**src/rtl/pq_pkg.sv**
```systemverilog
package pq_pkg;
  parameter int ADDR_W = 32;
  parameter int LEN_W  = 3;
  localparam int NBYTES_W = LEN_W + 4;

  typedef struct packed {
    logic              hipri;
    logic [ADDR_W-1:0] addr;
    logic [LEN_W-1:0]  len;
  } req_t;

  // length field counts 8-byte units minus one
  function automatic logic [NBYTES_W-1:0] len_to_bytes(input logic [LEN_W-1:0] len);
    return (NBYTES_W'(len) + NBYTES_W'(1)) << 3;
  endfunction
endpackage

```
**src/rtl/pq_lane.sv**
```systemverilog
// Age-ordered collapsing queue: slot 0 is the oldest entry. The head is the
// oldest high-priority entry, or the oldest entry when none is high.
module pq_lane
  import pq_pkg::*;
#(
  parameter int DEPTH = 8
) (
  input  logic clk,
  input  logic rst,
  input  logic enq,
  input  req_t enq_req,
  input  logic deq,
  output req_t head,
  output logic avail,
  output logic full,
  output logic empty
);
  localparam int CNT_W = $clog2(DEPTH + 1);
  localparam int IDX_W = (DEPTH > 1) ? $clog2(DEPTH) : 1;

  req_t             ent [DEPTH];
  req_t             ent_nxt [DEPTH];
  logic [CNT_W-1:0] cnt;
  logic [IDX_W-1:0] sel;
  logic [CNT_W-1:0] ins_pos;

  assign full  = (cnt == CNT_W'(DEPTH));
  assign empty = (cnt == '0);
  assign avail = !empty;

  always_comb begin
    logic found;
    found = 1'b0;
    sel   = '0;
    for (int i = 0; i < DEPTH; i++) begin
      if (!found && (i < int'(cnt)) && ent[i].hipri) begin
        sel   = IDX_W'(i);
        found = 1'b1;
      end
    end
  end

  assign head    = ent[sel];
  assign ins_pos = cnt - CNT_W'(deq);

  for (genvar g = 0; g < DEPTH; g++) begin : g_slot
    req_t shifted;
    if (g + 1 < DEPTH) begin : g_mid
      assign shifted = (deq && (IDX_W'(g) >= sel)) ? ent[g+1] : ent[g];
    end else begin : g_top
      assign shifted = ent[g];
    end
    always_comb begin
      if (enq && (ins_pos == CNT_W'(g))) ent_nxt[g] = enq_req;
      else                               ent_nxt[g] = shifted;
    end
    always_ff @(posedge clk) begin
      if (rst) ent[g] <= '0;
      else     ent[g] <= ent_nxt[g];
    end
  end

  always_ff @(posedge clk) begin
    if (rst) cnt <= '0;
    else     cnt <= cnt + CNT_W'(enq) - CNT_W'(deq);
  end

  a_r9_no_overflow: assert property (@(posedge clk) disable iff (rst)
    enq |-> (cnt < CNT_W'(DEPTH)) || deq);
  a_r9_no_underflow: assert property (@(posedge clk) disable iff (rst)
    deq |-> !empty);
  a_r3_head_is_high: assert property (@(posedge clk) disable iff (rst)
    (avail && ent[0].hipri) |-> head.hipri);
endmodule

```
**src/rtl/pq_credit.sv**
```systemverilog
module pq_credit #(
  parameter int GRANTS = 4
) (
  input  logic clk,
  input  logic rst,
  input  logic issue,
  input  logic retire,
  output logic [$clog2(GRANTS+1)-1:0] count,
  output logic avail
);
  localparam int GC_W = $clog2(GRANTS + 1);

  logic dec;
  assign dec   = retire && (count != '0);
  assign avail = (count < GC_W'(GRANTS));

  always_ff @(posedge clk) begin
    if (rst) count <= '0;
    else     count <= count + GC_W'(issue) - GC_W'(dec);
  end

  a_r6_grant_cap: assert property (@(posedge clk) disable iff (rst)
    count <= GC_W'(GRANTS));
  a_r6_no_issue_at_cap: assert property (@(posedge clk) disable iff (rst)
    issue |-> avail);
  a_r7_idle_zero_retire: assert property (@(posedge clk) disable iff (rst)
    (retire && !issue && count == '0) |=> count == '0);
endmodule

```
**src/rtl/pq_arb.sv**
```systemverilog
module pq_arb (
  input  logic clk,
  input  logic rst,
  input  logic rd_avail,
  input  logic rd_hi,
  input  logic wr_avail,
  input  logic wr_hi,
  input  logic out_ready,
  output logic out_valid,
  output logic pick_wr,
  output logic rd_deq,
  output logic wr_deq
);
  logic last_wr;
  logic fire;

  always_comb begin
    if (rd_avail && wr_avail) begin
      if (rd_hi != wr_hi) pick_wr = wr_hi;
      else                pick_wr = !last_wr;
    end else begin
      pick_wr = wr_avail;
    end
  end

  assign out_valid = rd_avail || wr_avail;
  assign fire      = out_valid && out_ready;
  assign rd_deq    = fire && !pick_wr;
  assign wr_deq    = fire && pick_wr;

  always_ff @(posedge clk) begin
    if (rst)       last_wr <= 1'b1;
    else if (fire) last_wr <= pick_wr;
  end

  a_r3_read_not_over_high_write: assert property (@(posedge clk) disable iff (rst)
    (rd_deq && wr_avail && wr_hi) |-> rd_hi);
  a_r3_write_not_over_high_read: assert property (@(posedge clk) disable iff (rst)
    (wr_deq && rd_avail && rd_hi) |-> wr_hi);
  a_r5_alternate: assert property (@(posedge clk) disable iff (rst)
    (rd_deq && wr_avail && (rd_hi == wr_hi)) |=> $past(last_wr));
  a_r9_one_dequeue: assert property (@(posedge clk) disable iff (rst)
    $onehot0({rd_deq, wr_deq}));
endmodule

```
**src/rtl/prio_rw_reqq.sv**
```systemverilog
module prio_rw_reqq
  import pq_pkg::*;
#(
  parameter int RD_DEPTH = 8,
  parameter int WR_DEPTH = 8,
  parameter int GRANTS   = 4
) (
  input  logic                       clk,
  input  logic                       rst,
  input  logic                       in_valid,
  output logic                       in_ready,
  input  logic                       in_write,
  input  logic                       in_hipri,
  input  logic [ADDR_W-1:0]          in_addr,
  input  logic [LEN_W-1:0]           in_len,
  output logic                       out_valid,
  input  logic                       out_ready,
  output logic                       out_write,
  output logic                       out_hipri,
  output logic [ADDR_W-1:0]          out_addr,
  output logic [LEN_W-1:0]           out_len,
  output logic [NBYTES_W-1:0]        out_nbytes,
  input  logic                       grant_retire,
  output logic [$clog2(GRANTS+1)-1:0] grants_out,
  output logic                       rd_full,
  output logic                       rd_empty,
  output logic                       wr_full,
  output logic                       wr_empty
);
  localparam int GC_W = $clog2(GRANTS + 1);

  req_t in_req, rd_head, wr_head, sel_req;
  logic rd_enq, wr_enq, rd_deq, wr_deq;
  logic rd_avail, wr_has, wr_avail, credit_ok, pick_wr;

  assign in_req   = '{hipri: in_hipri, addr: in_addr, len: in_len};
  assign in_ready = in_write ? !wr_full : !rd_full;
  assign rd_enq   = in_valid && in_ready && !in_write;
  assign wr_enq   = in_valid && in_ready && in_write;

  pq_lane #(.DEPTH(RD_DEPTH)) u_rd (
    .clk(clk), .rst(rst), .enq(rd_enq), .enq_req(in_req), .deq(rd_deq),
    .head(rd_head), .avail(rd_avail), .full(rd_full), .empty(rd_empty)
  );

  pq_lane #(.DEPTH(WR_DEPTH)) u_wr (
    .clk(clk), .rst(rst), .enq(wr_enq), .enq_req(in_req), .deq(wr_deq),
    .head(wr_head), .avail(wr_has), .full(wr_full), .empty(wr_empty)
  );

  pq_credit #(.GRANTS(GRANTS)) u_cred (
    .clk(clk), .rst(rst), .issue(wr_deq), .retire(grant_retire),
    .count(grants_out), .avail(credit_ok)
  );

  assign wr_avail = wr_has && credit_ok;

  pq_arb u_arb (
    .clk(clk), .rst(rst),
    .rd_avail(rd_avail), .rd_hi(rd_head.hipri),
    .wr_avail(wr_avail), .wr_hi(wr_head.hipri),
    .out_ready(out_ready), .out_valid(out_valid), .pick_wr(pick_wr),
    .rd_deq(rd_deq), .wr_deq(wr_deq)
  );

  assign sel_req    = pick_wr ? wr_head : rd_head;
  assign out_write  = pick_wr;
  assign out_hipri  = sel_req.hipri;
  assign out_addr   = sel_req.addr;
  assign out_len    = sel_req.len;
  assign out_nbytes = len_to_bytes(sel_req.len);

  a_r6_write_needs_grant: assert property (@(posedge clk) disable iff (rst)
    (out_valid && out_write) |-> grants_out < GC_W'(GRANTS));
  a_r10_reset_clears: assert property (@(posedge clk)
    $past(rst) |-> (rd_empty && wr_empty && grants_out == '0 && !out_valid));
  a_r1_read_full_keeps_writes: assert property (@(posedge clk) disable iff (rst)
    (in_write && !wr_full) |-> in_ready);
  a_r11_valid_when_pending: assert property (@(posedge clk) disable iff (rst)
    !rd_empty |-> out_valid);
endmodule

```
**config.mk**
```make
export PLATFORM = sky130hd
export DESIGN_NAME = prio_rw_reqq
export DESIGN_NICKNAME = d
export VERILOG_FILES = /design/src/rtl/pq_pkg.sv /design/src/rtl/pq_lane.sv /design/src/rtl/pq_credit.sv /design/src/rtl/pq_arb.sv /design/src/rtl/prio_rw_reqq.sv
export SDC_FILE = /design/constraint.sdc
export NUM_CORES = 2
export LEC_CHECK = 0
export BUFFER_PORTS_ARGS = -buffer_cell sky130_fd_sc_hd__buf_4
export CAP_MARGIN = 25
export CORE_MARGIN = 2
export CORE_UTILIZATION = 45
export DETAILED_ROUTE_END_ITERATION = 12
export GPL_TIMING_DRIVEN = 0
export RECOVER_POWER = 50
export SLEW_MARGIN = 20
export SYNTH_ARGS = -nofsm -noshare
export SYNTH_HDL_FRONTEND = slang
export SYNTH_HIERARCHICAL = 1
export SYNTH_SLANG_ARGS = --single-unit
```
**constraint.sdc**
```tcl
create_clock -name clk -period 6.55 [get_ports clk]
set_input_delay 0.9825 -clock clk [delete_from_list [all_inputs] [get_ports clk]]
set_output_delay 0.9825 -clock clk [all_outputs]
set_load 0.1 [all_outputs]
```
==> results.py <==
metrics = {
    "layout": {
        "final_cell_mix": "588 x dfxtp_1, 582 x nand2_1, 501 x nor2_1",
        "drive_gt1_share_pct": 14.3,
        "nFillCells": 6794,
        "final_common_cell": "dfxtp_1",
        "fin_area_mm2": 0.0362,
        "nNetsFinal": 3956,
        "syn2layout_area_growth_pct": 13.8,
    },
    "grt": {
        "overflow": 0,
        "antenna_found_initial": 2,
        "grt_max_degree": 14,
        "grt_pass1_wl_um": 193000,
        "track_usage_pct": 34.6,
        "grt_pass1_vias": 29500,
    },
    "placed_design": {
        "place_congestion": 1.00,
        "io_buffers": 90,
        "dp_hpwl_um": 94200,
        "placed_area_mm2": 0.0337,
        "dpl_worst_slack_ps": -1390,
    },
    "floorplan": {
        "fp.dieW_um": 270,
        "die_area_mm2": 0.0729,
        "coreArea_mm2": 0.0700,
        "fp-row-count": 97,
        "pin_count": 95,
        "die_height_um": 270,
        "initial_core_util_pct": 45.4,
    },
    "routing": {
        "wl_per_cell_um": 26.7,
        "wl_um": 131000,
        "vias": 30700,
        "drtPass1Iterations": 8,
        "vias_per_cell": 6.29,
        "ant_nets": 0,
        "drc": 0,
        "drtIter0Drc": 4061,
    },
    "pwr": {
        "p_per_area_mw_per_mm2": 475,
        "p_leak_nw": 12.8,
        "ir_drop_v": 0.000399,
    },
    "synth": {
        "synth_top_area_cell": "dfxtp_1",
        "ys_warn_count": 6,
        "synth_edf_count": 0,
        "syn_area_per_cell_um2": 8.55,
        "netlist_top_cells_area": "dfxtp_1 37%, mux2i_1 13%, nand2_1 6.9%",
        "synthCells": 3721,
        "synthMuxAreaShare_pct": 17.7,
        "synthXorXnorAreaFrac_pct": 0.267,
        "yosys.area_share.simple_pct": 16.5,
        "synth-main-ff-cell": "dfxtp_1",
        "synth_compound_area_share_pct": 21.5,
        "yosysTopAreaCellShare_pct": 37.0,
        "synth-seq-area-share_pct": 37.0,
        "synth_cell_type_count": 80,
        "syn_area_mm2": 0.0318,
        "synthAdderAreaFrac_pct": 1.01,
        "synth_top_family_by_area": "compound AO/OA/AOI/OAI gates",
        "postSynth.asyncResetShare_pct": 0,
        "ys_ff_latch": 588,
    },
    "timing": {
        "fin_crit_ps": 6380,
        "finalSetupViolCount": 0,
        "slew_viol_final": 0,
        "timing.final.crit_share_pct": 97.5,
        "rsz0062_at_grt": "no",
        "skew_ps": 25.2,
        "slew_headroom_pct": 21.8,
        "final-hold-violation-count": 0,
        "worst_slack_ps": 165,
        "worst_pin_slew_ps": 1170,
        "fmax_mhz": 157,
    },
    "critical_path": {
        "crit_arrival_ps": 5400,
        "path_class": "flip-flop to output port",
        "worstSetupStartpointType": "flip-flop",
        "end_kind": "output port",
        "worstPathMaxFanout": 10,
        "worstPathRequired_ps": 5570,
    },
    "clocking": {
        "numCtsBuffers": 69,
        "clkTransAtPathRegs_ps": 60,
        "clockBufferDepth": 3,
        "cts-root-buf": "clkbuf_16",
        "cts-htree-levels": 3,
        "clkSinkCount": 588,
        "cts_hold_buf": 0,
        "cts_tree": "built",
        "worstSkewPairLatency_ps": 620,
    },
    "outcome": {
        "outcome": "finished, final reports clean",
    },
    "worst_hold_path": {
        "hold_class": "flip-flop to flip-flop",
    },
    "run": {
        "drv_cap": 0,
    },
}
==> final timing paths <==
path,startpoint,end,slack [ps],cells past startpoint
worst min register to register,u_wr/ent[7][13]$_SDFFE_PP0P_,u_wr/ent[7][13]$_SDFFE_PP0P_,480,2
worst max register to register,u_rd/cnt[3]$_SDFF_PP0_,u_wr/ent[1][32]$_SDFFE_PP0P_,240,19
worst min-delay path,u_wr/ent[7][13]$_SDFFE_PP0P_,u_wr/ent[7][13]$_SDFFE_PP0P_,480,2
worst max-delay path,u_rd/cnt[3]$_SDFF_PP0_,out_addr[7],170,12
==> synthesized netlist by cell type, drive strengths merged (3+ instances only) <==
library cell  number
nand2b             7
or2                4
or3               18
ha                21
a311oi           180
and2               9
nor2b             12
a21bo              3
dfxtp            588
inv               31
a222oi            39
a21oi            176
and3              22
xnor2              6
buf              116
a221oi            17
a32oi              3
nand3             21
a31oi             23
clkbuf           273
mux2i            414
mux2             120
o21bai             3
a2111oi           34
o2bb2ai           19
nor4               7
nand4              9
o21ai              9
a211oi           256
a221o             22
fa                 3
nor3b              8
o21a               3
nand2            584
nor3              77
nor2             502
a22oi             15
o221ai            35
==> final cells by class <==
type	instances	area, um2	area share (%)
multi-input cells	2715	18200	50.4
flip-flops and latches	588	11800	32.5
clock buffers	109	2140	5.92
plain buffers	383	1850	5.11
well taps	940	1180	3.25
repair buffers	102	674	1.86
clock inverters	15	229	0.632
inverters	31	120	0.332
diodes	1	2.50	0.00691
==> through the flow <==
step | hold WS [ps] | std cells | utilization [%] | power, mW | TNS, ps
after CTS | 479 | 4873 | 51.7 | 17.1 | 0
after global placement | 464 | 4753 | 48.2 | 12.9 | -328430
after global routing | 497 | 4884 | 51.7 | 17.8 | 0
final | 484 | 4884 | 51.7 | 17.2 | 0
after detailed placement | 472 | 4753 | 48.2 | 12.9 | -333830
after floorplan | 448 | 3723 | - | 10.5 | 0
==> logic make-up (layout without fill, tap and decap cells) <==
group / after synthesis / in the layout
DFF: 588 / 588
xor gates and xnor gates: 8 / 8
AOI/OAI and AO/OA: 857 / 857
other: 1 / 4
buffers and inverters: 420 / 640
muxes: 534 / 534
adders and majority gates: 24 / 24
and+or+nand+nor: 1289 / 1289
==> worst max-delay path, cell delays in order, from the launching register on <==
cell	delay, ps
dfxtp_1	390
inv_1	110
ha_1	310
or3b_4	480
a221o_1	370
clkbuf_1	320
nor3_1	300
clkbuf_1	580
clkbuf_2	500
a222oi_1	210
a31oi_1	510
mux2_4	240
clkbuf_2	450
==> metal layers <==
layer | track usage, % | wire, um | vias up
met5 | 0 | 0 | -
met1 | 45.6 | 53100 | 14700
met4 | 16.3 | 6580 | 0
li1 | - | - | 13900
met3 | 6.44 | 12700 | 407
met2 | 54.7 | 58200 | 1772
==> power by group <==
part           internal (mW)  switching (mW)  leakage, nW
sequential              4.24           0.542         4.77
combinational           2.51            5.82         6.87
clock                   2.48            1.63         1.17
total                   9.23            7.99         12.8
==> registers in the layout (all words and copies together), names as in the netlist <==
register,count
u_rd/ent,288
u_wr/ent,288
u_rd/cnt,4
u_wr/cnt,4
u_cred/count,3
u_arb/last_wr,1
==> timing repair <==
| action | CTS | global route |
|---|---|---|
| gates resized for setup | 47 | 70 |
| setup buffers | 0 | 10 |
| endpoints found under the setup margin | 608 | 551 |
| pin swaps | 0 | 4 |
Power figures use the tool's default switching activity.
